### config.mk
export PLATFORM = sky130hd
export DESIGN_NAME = sram_ctrl
export DESIGN_NICKNAME = d
export VERILOG_FILES = /design/src/rtl/sram_ctrl_pkg.sv /design/src/rtl/sram_ctrl_timer.sv /design/src/rtl/sram_ctrl_dpath.sv /design/src/rtl/sram_ctrl_seq.sv /design/src/rtl/sram_ctrl.sv
export SDC_FILE = /design/constraint.sdc
export NUM_CORES = 1
export LEC_CHECK = 0
export BUFFER_PORTS_ARGS = -buffer_cell sky130_fd_sc_hd__buf_2
export CAP_MARGIN = 10
export CORE_AREA = 5 5 78 62
export DETAILED_ROUTE_END_ITERATION = 8
export DIE_AREA = 0 0 83 67
export PLACE_DENSITY_LB_ADDON = 0.2
export SLEW_MARGIN = 20
export SYNTH_ARGS = -nofsm -noshare
export SYNTH_HDL_FRONTEND = slang
export SYNTH_HIERARCHICAL = 1
export SYNTH_SLANG_ARGS = --single-unit
### constraint.sdc
create_clock -name clk_i -period 2.73 [get_ports clk_i]
set_input_delay 0.546 -clock clk_i [delete_from_list [all_inputs] [get_ports clk_i]]
set_output_delay 0.546 -clock clk_i [all_outputs]
set_load 0.01 [all_outputs]
### src/rtl/sram_ctrl_pkg.sv
package sram_ctrl_pkg;

  typedef enum logic [2:0] {
    ST_IDLE, ST_RD, ST_WSET, ST_WPUL, ST_WEND, ST_TURN, ST_SLEEP, ST_WAKE
  } state_e;

  function automatic int unsigned ns2cyc(int unsigned ns, int unsigned clk_ns);
    int unsigned c;
    c = (ns + clk_ns - 1) / clk_ns;
    return (c < 1) ? 1 : c;
  endfunction

  function automatic int unsigned max2(int unsigned a, int unsigned b);
    return (a > b) ? a : b;
  endfunction

endpackage

### src/rtl/sram_ctrl_timer.sv
module sram_ctrl_timer #(
  parameter int unsigned CW = 2
) (
  input  logic          clk_i,
  input  logic          rst_ni,
  input  logic          load_i,
  input  logic [CW-1:0] load_val_i,
  output logic [CW-1:0] next_o,
  output logic          done_o
);
  logic [CW-1:0] cnt_q;

  always_comb begin
    if (load_i)            next_o = load_val_i;
    else if (cnt_q == '0)  next_o = cnt_q;
    else                   next_o = cnt_q - CW'(1);
  end

  assign done_o = (cnt_q == '0);

  always_ff @(posedge clk_i or negedge rst_ni) begin
    if (!rst_ni) cnt_q <= '0;
    else         cnt_q <= next_o;
  end
endmodule

### src/rtl/sram_ctrl_dpath.sv
module sram_ctrl_dpath #(
  parameter int unsigned ADDR_W = 15,
  parameter int unsigned DATA_W = 8
) (
  input  logic              clk_i,
  input  logic              rst_ni,
  input  logic              accept_i,
  input  logic [ADDR_W-1:0] addr_i,
  input  logic [DATA_W-1:0] wdata_i,
  input  logic              cap_i,
  input  logic [DATA_W-1:0] dq_i,
  output logic [ADDR_W-1:0] addr_o,
  output logic [DATA_W-1:0] dq_o,
  output logic              rvalid_o,
  output logic [DATA_W-1:0] rdata_o
);
  always_ff @(posedge clk_i or negedge rst_ni) begin
    if (!rst_ni) begin
      addr_o   <= '0;
      dq_o     <= '0;
      rvalid_o <= 1'b0;
      rdata_o  <= '0;
    end else begin
      if (accept_i) begin
        addr_o <= addr_i;
        dq_o   <= wdata_i;
      end
      rvalid_o <= cap_i;
      if (cap_i) rdata_o <= dq_i;
    end
  end
endmodule

### src/rtl/sram_ctrl_seq.sv
module sram_ctrl_seq
  import sram_ctrl_pkg::*;
#(
  parameter int unsigned CW        = 2,
  parameter int unsigned AS_C      = 1,
  parameter int unsigned RD_C      = 2,
  parameter int unsigned PUL_C     = 3,
  parameter int unsigned GAP_C     = 1,
  parameter int unsigned TA_C      = 1,
  parameter int unsigned REC_C     = 2,
  parameter bit          WR_BY_WE  = 1'b1,
  parameter bit          OE_LOW_WR = 1'b1
) (
  input  logic          clk_i,
  input  logic          rst_ni,
  input  logic          req_i,
  input  logic          we_i,
  input  logic          sleep_i,
  input  logic          done_i,
  input  logic [CW-1:0] cnt_next_i,
  output logic          load_o,
  output logic [CW-1:0] load_val_o,
  output logic          accept_o,
  output logic          cap_o,
  output logic          ready_o,
  output logic          standby_o,
  output logic          cs_no,
  output logic          we_no,
  output logic          oe_no,
  output logic          dq_oe_o
);
  localparam int unsigned DRV_LAST = PUL_C - 1 - GAP_C;

  state_e state_q, state_d;
  logic   cs_d, we_d, oe_d, drv_d;
  logic   set_cs, set_we, set_oe, set_drv, pul_oe, pul_drv;

  always_comb begin
    state_d = state_q;
    case (state_q)
      ST_IDLE:  if (req_i) state_d = we_i ? ST_WSET : ST_RD;
                else if (sleep_i) state_d = ST_SLEEP;
      ST_RD:    if (done_i) state_d = ST_TURN;
      ST_WSET:  if (done_i) state_d = ST_WPUL;
      ST_WPUL:  if (done_i) state_d = ST_WEND;
      ST_WEND:  state_d = ST_TURN;
      ST_TURN:  if (done_i) state_d = sleep_i ? ST_SLEEP : ST_IDLE;
      ST_SLEEP: if (!sleep_i) state_d = ST_WAKE;
      ST_WAKE:  if (done_i) state_d = ST_IDLE;
      default:  state_d = ST_IDLE;
    endcase
  end

  assign load_o   = (state_d != state_q);
  assign accept_o = (state_q == ST_IDLE) && req_i;
  assign cap_o    = (state_q == ST_RD) && done_i;

  always_comb begin
    case (state_d)
      ST_RD:   load_val_o = CW'(RD_C - 1);
      ST_WSET: load_val_o = CW'(AS_C - 1);
      ST_WPUL: load_val_o = CW'(PUL_C - 1);
      ST_TURN: load_val_o = CW'(TA_C - 1);
      ST_WAKE: load_val_o = CW'(REC_C - 1);
      default: load_val_o = '0;
    endcase
  end

  // write style picks which strobe frames the overlap
  if (WR_BY_WE) begin : g_we_ctrl
    assign set_cs  = 1'b0;
    assign set_we  = 1'b1;
    assign set_oe  = !OE_LOW_WR;
    assign set_drv = 1'b0;
    assign pul_oe  = !OE_LOW_WR;
    assign pul_drv = (cnt_next_i <= CW'(DRV_LAST));
  end else begin : g_cs_ctrl
    assign set_cs  = 1'b1;
    assign set_we  = 1'b0;
    assign set_oe  = 1'b1;
    assign set_drv = 1'b1;
    assign pul_oe  = 1'b1;
    assign pul_drv = 1'b1;
  end

  always_comb begin
    cs_d = 1'b1; we_d = 1'b1; oe_d = 1'b1; drv_d = 1'b0;
    case (state_d)
      ST_RD:   begin cs_d = 1'b0; oe_d = 1'b0; end
      ST_WSET: begin cs_d = set_cs; we_d = set_we; oe_d = set_oe; drv_d = set_drv; end
      ST_WPUL: begin cs_d = 1'b0; we_d = 1'b0; oe_d = pul_oe; drv_d = pul_drv; end
      ST_WEND: drv_d = 1'b1;
      default: ;
    endcase
  end

  always_ff @(posedge clk_i or negedge rst_ni) begin
    if (!rst_ni) begin
      state_q   <= ST_IDLE;
      cs_no     <= 1'b1;
      we_no     <= 1'b1;
      oe_no     <= 1'b1;
      dq_oe_o   <= 1'b0;
      ready_o   <= 1'b1;
      standby_o <= 1'b0;
    end else begin
      state_q   <= state_d;
      cs_no     <= cs_d;
      we_no     <= we_d;
      oe_no     <= oe_d;
      dq_oe_o   <= drv_d;
      ready_o   <= (state_d == ST_IDLE);
      standby_o <= (state_d == ST_SLEEP);
    end
  end
endmodule

### src/rtl/sram_ctrl.sv
module sram_ctrl
  import sram_ctrl_pkg::*;
#(
  parameter int unsigned ADDR_W    = 15,
  parameter int unsigned DATA_W    = 8,
  parameter int unsigned CLK_NS    = 10,
  parameter int unsigned T_RC_NS   = 20,
  parameter int unsigned T_WP_NS   = 15,
  parameter int unsigned T_DW_NS   = 11,
  parameter int unsigned T_WHZ_NS  = 10,
  parameter int unsigned T_OFF_NS  = 10,
  parameter int unsigned T_AS_NS   = 0,
  parameter bit          WR_BY_WE  = 1'b1,
  parameter bit          OE_LOW_WR = 1'b1
) (
  input  logic              clk_i,
  input  logic              rst_ni,
  input  logic              req_i,
  input  logic              we_i,
  input  logic [ADDR_W-1:0] addr_i,
  input  logic [DATA_W-1:0] wdata_i,
  input  logic              sleep_i,
  output logic              ready_o,
  output logic              rvalid_o,
  output logic [DATA_W-1:0] rdata_o,
  output logic              standby_o,
  output logic [ADDR_W-1:0] sram_addr_o,
  output logic              sram_cs_no,
  output logic              sram_we_no,
  output logic              sram_oe_no,
  output logic [DATA_W-1:0] sram_dq_o,
  output logic              sram_dq_oe_o,
  input  logic [DATA_W-1:0] sram_dq_i
);
  localparam int unsigned RD_C  = ns2cyc(T_RC_NS, CLK_NS);
  localparam int unsigned REC_C = ns2cyc(T_RC_NS, CLK_NS);
  localparam int unsigned WP_C  = ns2cyc(T_WP_NS, CLK_NS);
  localparam int unsigned DW_C  = ns2cyc(T_DW_NS, CLK_NS);
  localparam int unsigned WHZ_C = ns2cyc(T_WHZ_NS, CLK_NS);
  localparam int unsigned TA_C  = ns2cyc(T_OFF_NS, CLK_NS);
  localparam int unsigned AS_C  = ns2cyc(T_AS_NS, CLK_NS);
  localparam int unsigned GAP_C = (WR_BY_WE && OE_LOW_WR) ? WHZ_C : 0;
  localparam int unsigned PUL_C = WR_BY_WE ? max2(WP_C, GAP_C + DW_C) : max2(WP_C, DW_C);
  localparam int unsigned MAXC  = max2(max2(max2(RD_C, AS_C), max2(PUL_C, TA_C)), REC_C);
  localparam int unsigned CW    = (MAXC < 2) ? 1 : $clog2(MAXC);

  logic          load, done, accept, cap;
  logic [CW-1:0] load_val, cnt_next;

  sram_ctrl_timer #(.CW(CW)) timer_i (
    .clk_i, .rst_ni,
    .load_i(load), .load_val_i(load_val), .next_o(cnt_next), .done_o(done)
  );

  sram_ctrl_seq #(
    .CW(CW), .AS_C(AS_C), .RD_C(RD_C), .PUL_C(PUL_C), .GAP_C(GAP_C),
    .TA_C(TA_C), .REC_C(REC_C), .WR_BY_WE(WR_BY_WE), .OE_LOW_WR(OE_LOW_WR)
  ) seq_i (
    .clk_i, .rst_ni, .req_i, .we_i, .sleep_i,
    .done_i(done), .cnt_next_i(cnt_next),
    .load_o(load), .load_val_o(load_val), .accept_o(accept), .cap_o(cap),
    .ready_o, .standby_o,
    .cs_no(sram_cs_no), .we_no(sram_we_no), .oe_no(sram_oe_no), .dq_oe_o(sram_dq_oe_o)
  );

  sram_ctrl_dpath #(.ADDR_W(ADDR_W), .DATA_W(DATA_W)) dpath_i (
    .clk_i, .rst_ni,
    .accept_i(accept), .addr_i, .wdata_i, .cap_i(cap), .dq_i(sram_dq_i),
    .addr_o(sram_addr_o), .dq_o(sram_dq_o), .rvalid_o, .rdata_o
  );
endmodule

# Word level (Yosys, flattened, before mapping)
# Cells that the tools add are included.
[word_totals]
regBits = 42
wordCells = 51
[op_classes]
n_mux = 17
eq_ne = 14
addsub = 1
reduce_logical = 7
n_lt_le_gt_ge = 1
[ops]
columns = ["cell", "n"]
rows = [
  ["3-bit two-way mux", 9],
  ["3-bit case mux with 8 select lines", 1],
  ["3-bit equality test, second input constant", 7],
  ["3-bit by 2-bit equality test with 1-bit output, second input constant", 4],
  ["3-bit by 1-bit equality test with 1-bit output, second input constant", 2],
  ["3-bit logical NOT", 2],
  ["2-bit two-way mux", 3],
  ["2-bit case mux with 2 select lines", 1],
  ["3-bit inequality test", 1],
  ["3-bit OR reduction", 1],
  ["2-bit by 1-bit less-or-equal comparator with 1-bit output, second input constant", 1],
  ["1-bit logical AND", 2],
  ["2-bit logical NOT", 1],
  ["1-bit two-way mux", 2],
  ["1-bit case mux with 2 select lines", 1],
  ["2-bit OR reduction", 1],
  ["2-bit by 1-bit subtractor with 2-bit output, second input constant", 1],
]

# Depth between registers and ports, before layout
[depth]
word_depth = 9
depth_mapped = 11
mapped_depth_nobuf = 10

# By module
# The synthesis kept the hierarchy.
[modules_own_cells]
columns = ["mod", "seq_area_each_um2", "cells_each", "n_inst", "area_each_um2"]
rows = [
  ["sram_ctrl_dpath", 800.8, 66, 1, 1177.4],
  ["sram_ctrl_seq", 203.9, 55, 1, 535.5],
  ["sram_ctrl_timer", 50.0, 9, 1, 85.1],
]

# Least setup slack after synthesis
# OpenSTA, ideal clock, no wires.
[synth_timing]
path_kind = "reg-to-reg"
from = "register timer_i.cnt_q[1]"
to = "register seq_i.dq_oe_o"
required_time_ns = 2.610
stages_incl_launch_ff = 11
arrival_ns = 2.134
period_less_slack_ns = 2.254
slack_ns = 0.476
n_path_buf = 1
cell_sequence = "dfrtp_1 -> nor2_1 -> buf_6 -> nand2_1 -> a221o_1 -> a22oi_1 -> o22ai_1 -> o21ai_1 -> inv_1 -> maj3_1 -> and3b_1"
[synth_via]
word_cells_on_any_way = 19
[synth_rtl]
columns = ["element", "line", "source"]
rows = [
  ["from (decl)", "sram_ctrl_timer.sv:11", "logic [CW-1:0] cnt_q;"],
  ["from (signal assigned)", "sram_ctrl_timer.sv:23", "else cnt_q <= next_o;"],
  ["2-bit logical NOT *", "sram_ctrl_timer.sv:19", "assign done_o = (cnt_q == '0);"],
  ["via done", "sram_ctrl.sv:47", "logic load, done, accept, cap;"],
  ["3-bit two-way mux, on equally long branches", "-", ""],
  ["3-bit case mux with 8 select lines *", "sram_ctrl_seq.sv:40", "case (state_q)"],
  ["3-bit inequality test *", "sram_ctrl_seq.sv:54", "assign load_o = (state_d != state_q);"],
  ["via load", "sram_ctrl.sv:47", ""],
  ["2-bit two-way mux *", "sram_ctrl_timer.sv:14", "if (load_i) next_o = load_val_i;"],
  ["via cnt_next[1]", "sram_ctrl.sv:48", "logic [CW-1:0] load_val, cnt_next;"],
  ["2-bit by 1-bit less-or-equal comparator with 1-bit output *", "sram_ctrl_seq.sv:76", "assign pul_drv = (cnt_next_i <= CW'(DRV_LAST));"],
  ["1-bit case mux with 2 select lines *", "sram_ctrl_seq.sv:88", "case (state_d)"],
  ["via seq_i.drv_d", "sram_ctrl_seq.sv:35", "logic cs_d, we_d, oe_d, drv_d;"],
  ["to (signal assigned)", "sram_ctrl_seq.sv:111", "dq_oe_o <= drv_d;"],
  ["to (decl)", "sram_ctrl_seq.sv:30", "output logic dq_oe_o"],
]
# Mark *: on every way through the listed nets, which the timed path passes. The rest lies on a longest branch.
# A chain may end at the register's enable or synchronous reset.

# Worst setup path after layout
# Ends and elaborated chain as after synthesis.

==> qor.log <==
[placed_design] GPL Wtd Cong 0.833
[logic_synthesis] sequential share of the synthesized area 0.587
[min_path] Worst Hold Class in2async
[grt] total routing resource utilization after global routing 0.142
[power_and_ir_drop] clock share of power 0.163
[final_layout] area grow syn2layout 28.3%
[logic_synthesis] Synth warnings 6
[floorplanning] Placement Rows 20
[outcome] result of the run finished, final reports clean
[timing] final worst clock skew 0.00292 ns
[route] Pre-antenna DRT Iters 4
[worst_setup_path] setup slack on the worst flop-to-flop path 0.29 ns
[clock_network] Clock Tree Root sky130_fd_sc_hd__clkbuf_8
[worst_setup_path] crit end category flip-flop
[floorplanning] chip height 67 um
[logic_synthesis] top-area cell type share of the netlist area 0.543
[worst_setup_path] required time of the critical path 2.90 ns
[route] number of DRC markers in iteration 0 63
[clock_network] clock network latency to the later pin of the worst-skew pair 0.28 ns
[logic_synthesis] count of flip-flops with a built-in enable after synthesis 0
[floorplanning] Core Region 0.00395 mm^2
[grt] number of antenna violations at the first check in global routing 0
[timing] final max-slew violation count 0
[power_and_ir_drop] share of power burned in combinational logic 0.440
[grt] largest net degree at the start of global routing 43
[power_and_ir_drop] Leakage 1.13 nW
[worst_setup_path] launch point of the worst reg-to-reg path timer_i/cnt_q[1]
[power_and_ir_drop] Reg power frac 0.397
[worst_setup_path] Worst Setup EP seq_i/dq_oe_o
[logic_synthesis] synthesized area per cell 13.8 um^2
[worst_setup_path] Critical Path Start timer_i/cnt_q[1]
[timing] worst hold slack across all endpoints 0.385 ns
[timing] final hold violation count 0
[power_and_ir_drop] Net Switching 977 uW
[logic_synthesis] most numerous cell in the Yosys netlist sky130_fd_sc_hd__dfrtp_1
[clock_network] clock-pin transition on the worst setup and hold timing paths 0.07 ns
[placed_design] Port Buffers 73
[clock_network] maximum buffer depth of the clock tree 2
[floorplanning] die area 0.00556 mm^2
[worst_setup_path] category of the critical setup timing path reg2reg
[logic_synthesis] area of the mapped netlist 0.00180 mm^2
[route] residual DRC count 0
[worst_setup_path] capture instance of the worst register-to-register path seq_i/dq_oe_o
[timing] shortest period the worst path allows 2.44 ns
[final_layout] diode count 0
[logic_synthesis] register bit total from synthesis 42
[clock_network] H-tree depth 2
[floorplanning] starting utilization of the core area 0.455
[grt] via count of the first global-routing pass 1420
[worst_setup_path] arrival time at the worst endpoint 2.61 ns
[final_layout] share of post-route cells with drive strength above 1 0.617
[clock_network] number of sinks on the clock net 42
[timing] total negative slack for setup checks 0 ns
[clock_network] number of CTS-inserted buffers 5
[grt] first-pass GRT wire length 6310 um
[placed_design] Final HPWL DP 2810 um
[timing] unrepaired setup endpoints after global routing no
[logic_synthesis] Mapped Cells 130
[floorplanning] die width 83 um
[timing] actual slew at the worst max-slew pin 0.888 ns
[route] routed len/inst 14.1 um
[clock_network] postcts setup bufs 0
[timing] final-report setup violation count 0
[logic_synthesis] share of async-settable or async-resettable flops after synthesis 1.00
[clock_network] clock tree from TritonCTS done
[run] max-cap violations 0
[route] DRT antenna net count 0
[clock_network] count of hold buffers inserted by post-cts repair 0
[timing] share of the cycle needed by the critical path after routing 0.893
[worst_setup_path] r2r worst-path depth 9
[power_and_ir_drop] worst vdd rail ir drop 0.635 mV
[worst_setup_path] critical-path maximum fanout 4
[route] DR vias/cell 4.92
[logic_synthesis] cell taking the most area after synthesis sky130_fd_sc_hd__dfrtp_1
[power_and_ir_drop] switching power share of the total 0.347
[logic_synthesis] most frequent cells after synthesis 39 x sky130_fd_sc_hd__dfrtp_1, 31 x sky130_fd_sc_hd__mux2_2, 5 x sky130_fd_sc_hd__nand2_1, 5 x sky130_fd_sc_hd__nor2_1, 4 x sky130_fd_sc_hd__buf_2
[logic_synthesis] Synth area leaders sky130_fd_sc_hd__dfrtp_1 54%, sky130_fd_sc_hd__mux2_2 19%, sky130_fd_sc_hd__dfstp_2 4.4%
[grt] total congestion overflow 0
[logic_synthesis] Post-Syn Nets 166
[final_layout] Total Nets Final 241
[power_and_ir_drop] Power per Cell Area 1220 mW/mm^2
[route] wire length reported by the detailed router 3670 um
[timing] Max Clk Rate 410 MHz
[timing] worst rel slew slack 0.408
[floorplanning] top-level I/O count 74
[logic_synthesis] most used flip-flop cell after synthesis sky130_fd_sc_hd__dfrtp_1
[logic_synthesis] number of distinct standard cells referenced by the synthesized netlist 35
[worst_setup_path] startpoint type of the worst setup path flip-flop
[power_and_ir_drop] cell-internal power 1.84 mW
[route] detailed-route via count 1283
[clock_network] total of cells resized after clock tree synthesis 0
[logic make-up after synthesis]
family	Yosys count	share of synthesized area
compound gates	16	0.0703
flops	42	0.587
fa+ha+maj	1	0.00557
mux	32	0.200
simple gates	28	0.0947
xor+xnor	1	0.00487
buf+inv	10	0.0383
[per-layer routing]
metal | up-vias | wire (um) | part of all wire | global-route usage
li1 | 612 | - | - | -
met1 | 617 | 1610 | 0.44 | 0.164
met2 | 50 | 1720 | 0.47 | 0.232
met3 | 4 | 311 | 0.085 | 0.0630
met4 | 0 | 33 | 0.0090 | 0.0571
met5 | - | 0 | 0 | 0
[state kept, by name, summed over array words and instances, names as in the netlist]
name              count
seq_i/standby_o       1
timer_i/cnt_q         2
seq_i/dq_oe_o         1
dpath_i/rdata_o       8
dpath_i/dq_o          8
seq_i/we_no           1
seq_i/oe_no           1
dpath_i/addr_o       15
dpath_i/rvalid_o      1
seq_i/state_q         3
seq_i/ready_o         1
[final cells by class]
| type | instances | area (um^2) |
|---|---|---|
| Clock inverter | 3 | 40.0 |
| Tap cell | 55 | 68.8 |
| Fill cell | 340 | 1650 |
| Multi-Input combinational cell | 78 | 679 |
| Inverter | 2 | 7.51 |
| Timing Repair Buffer | 76 | 388 |
| Sequential cell | 42 | 1050 |
| Clock buffer | 5 | 68.8 |
[how the worst min path moves through the flow]
stage                       startpoint            endpoint  slack (ns)  cells after the start
CTS                             rst_ni     seq_i/standby_o        0.41                      1
global route                    rst_ni    dpath_i/rvalid_o        0.46                      1
finish                          rst_ni    dpath_i/rvalid_o        0.39                      1
floorplan                       rst_ni   dpath_i/addr_o[0]        0.25                      0
detailed placement  dpath_i/rdata_o[0]  dpath_i/rdata_o[0]        0.49                      1
global placement     dpath_i/addr_o[3]   dpath_i/addr_o[3]        0.48                      1
[power groups by stage]
stage	clock, mW	combinational, mW	sequential, mW
2_1_floorplan	0	0.761	1.20
3_3_place_gp	0	1.23	1.11
3_5_place_dp	0	1.25	1.13
4_1_cts	0.482	1.26	1.12
5_1_grt	0.510	1.36	1.16
6_report	0.460	1.24	1.12
[stage by stage]
step	std cells	power, mW	setup WS, ns	utilization	area [um^2]
2_1_floorplan	130	1.96	0.476	-	1800
3_3_place_gp	253	2.34	0.332	0.556	2200
3_5_place_dp	253	2.38	0.252	0.556	2200
4_1_cts	261	2.86	0.288	0.584	2310
5_1_grt	261	3.03	0.0576	0.584	2310
6_report	261	2.81	0.292	0.584	2310
[worst max-delay path: stages (launching register included)]
cell and delay [ns]:
sky130_fd_sc_hd__dfrtp_1 0.40, sky130_fd_sc_hd__nor2_1 0.22, sky130_fd_sc_hd__nand2_1 0.13, sky130_fd_sc_hd__a221o_1 0.43, sky130_fd_sc_hd__a22oi_1 0.20, sky130_fd_sc_hd__o22ai_1 0.15, sky130_fd_sc_hd__o21ai_1 0.19, sky130_fd_sc_hd__inv_1 0.07
sky130_fd_sc_hd__maj3_1 0.35, sky130_fd_sc_hd__and3b_1 0.18
[cells in the final DEF (no fill, tap or decap), types with 2 or more instances in the layout]
cell type / count
sky130_fd_sc_hd__o22ai_1: 2
sky130_fd_sc_hd__clkinv_2: 2
sky130_fd_sc_hd__nor3_1: 2
sky130_fd_sc_hd__nand2b_1: 3
sky130_fd_sc_hd__dfrtp_1: 39
sky130_fd_sc_hd__a21oi_1: 3
sky130_fd_sc_hd__buf_2: 73
sky130_fd_sc_hd__dfstp_2: 3
sky130_fd_sc_hd__mux2_2: 31
sky130_fd_sc_hd__clkbuf_8: 5
sky130_fd_sc_hd__buf_4: 3
sky130_fd_sc_hd__inv_1: 2
sky130_fd_sc_hd__nand3b_1: 3
sky130_fd_sc_hd__nand2_1: 5
sky130_fd_sc_hd__and3b_1: 3
sky130_fd_sc_hd__nor2_1: 5
Power figures use the tool's default switching activity.
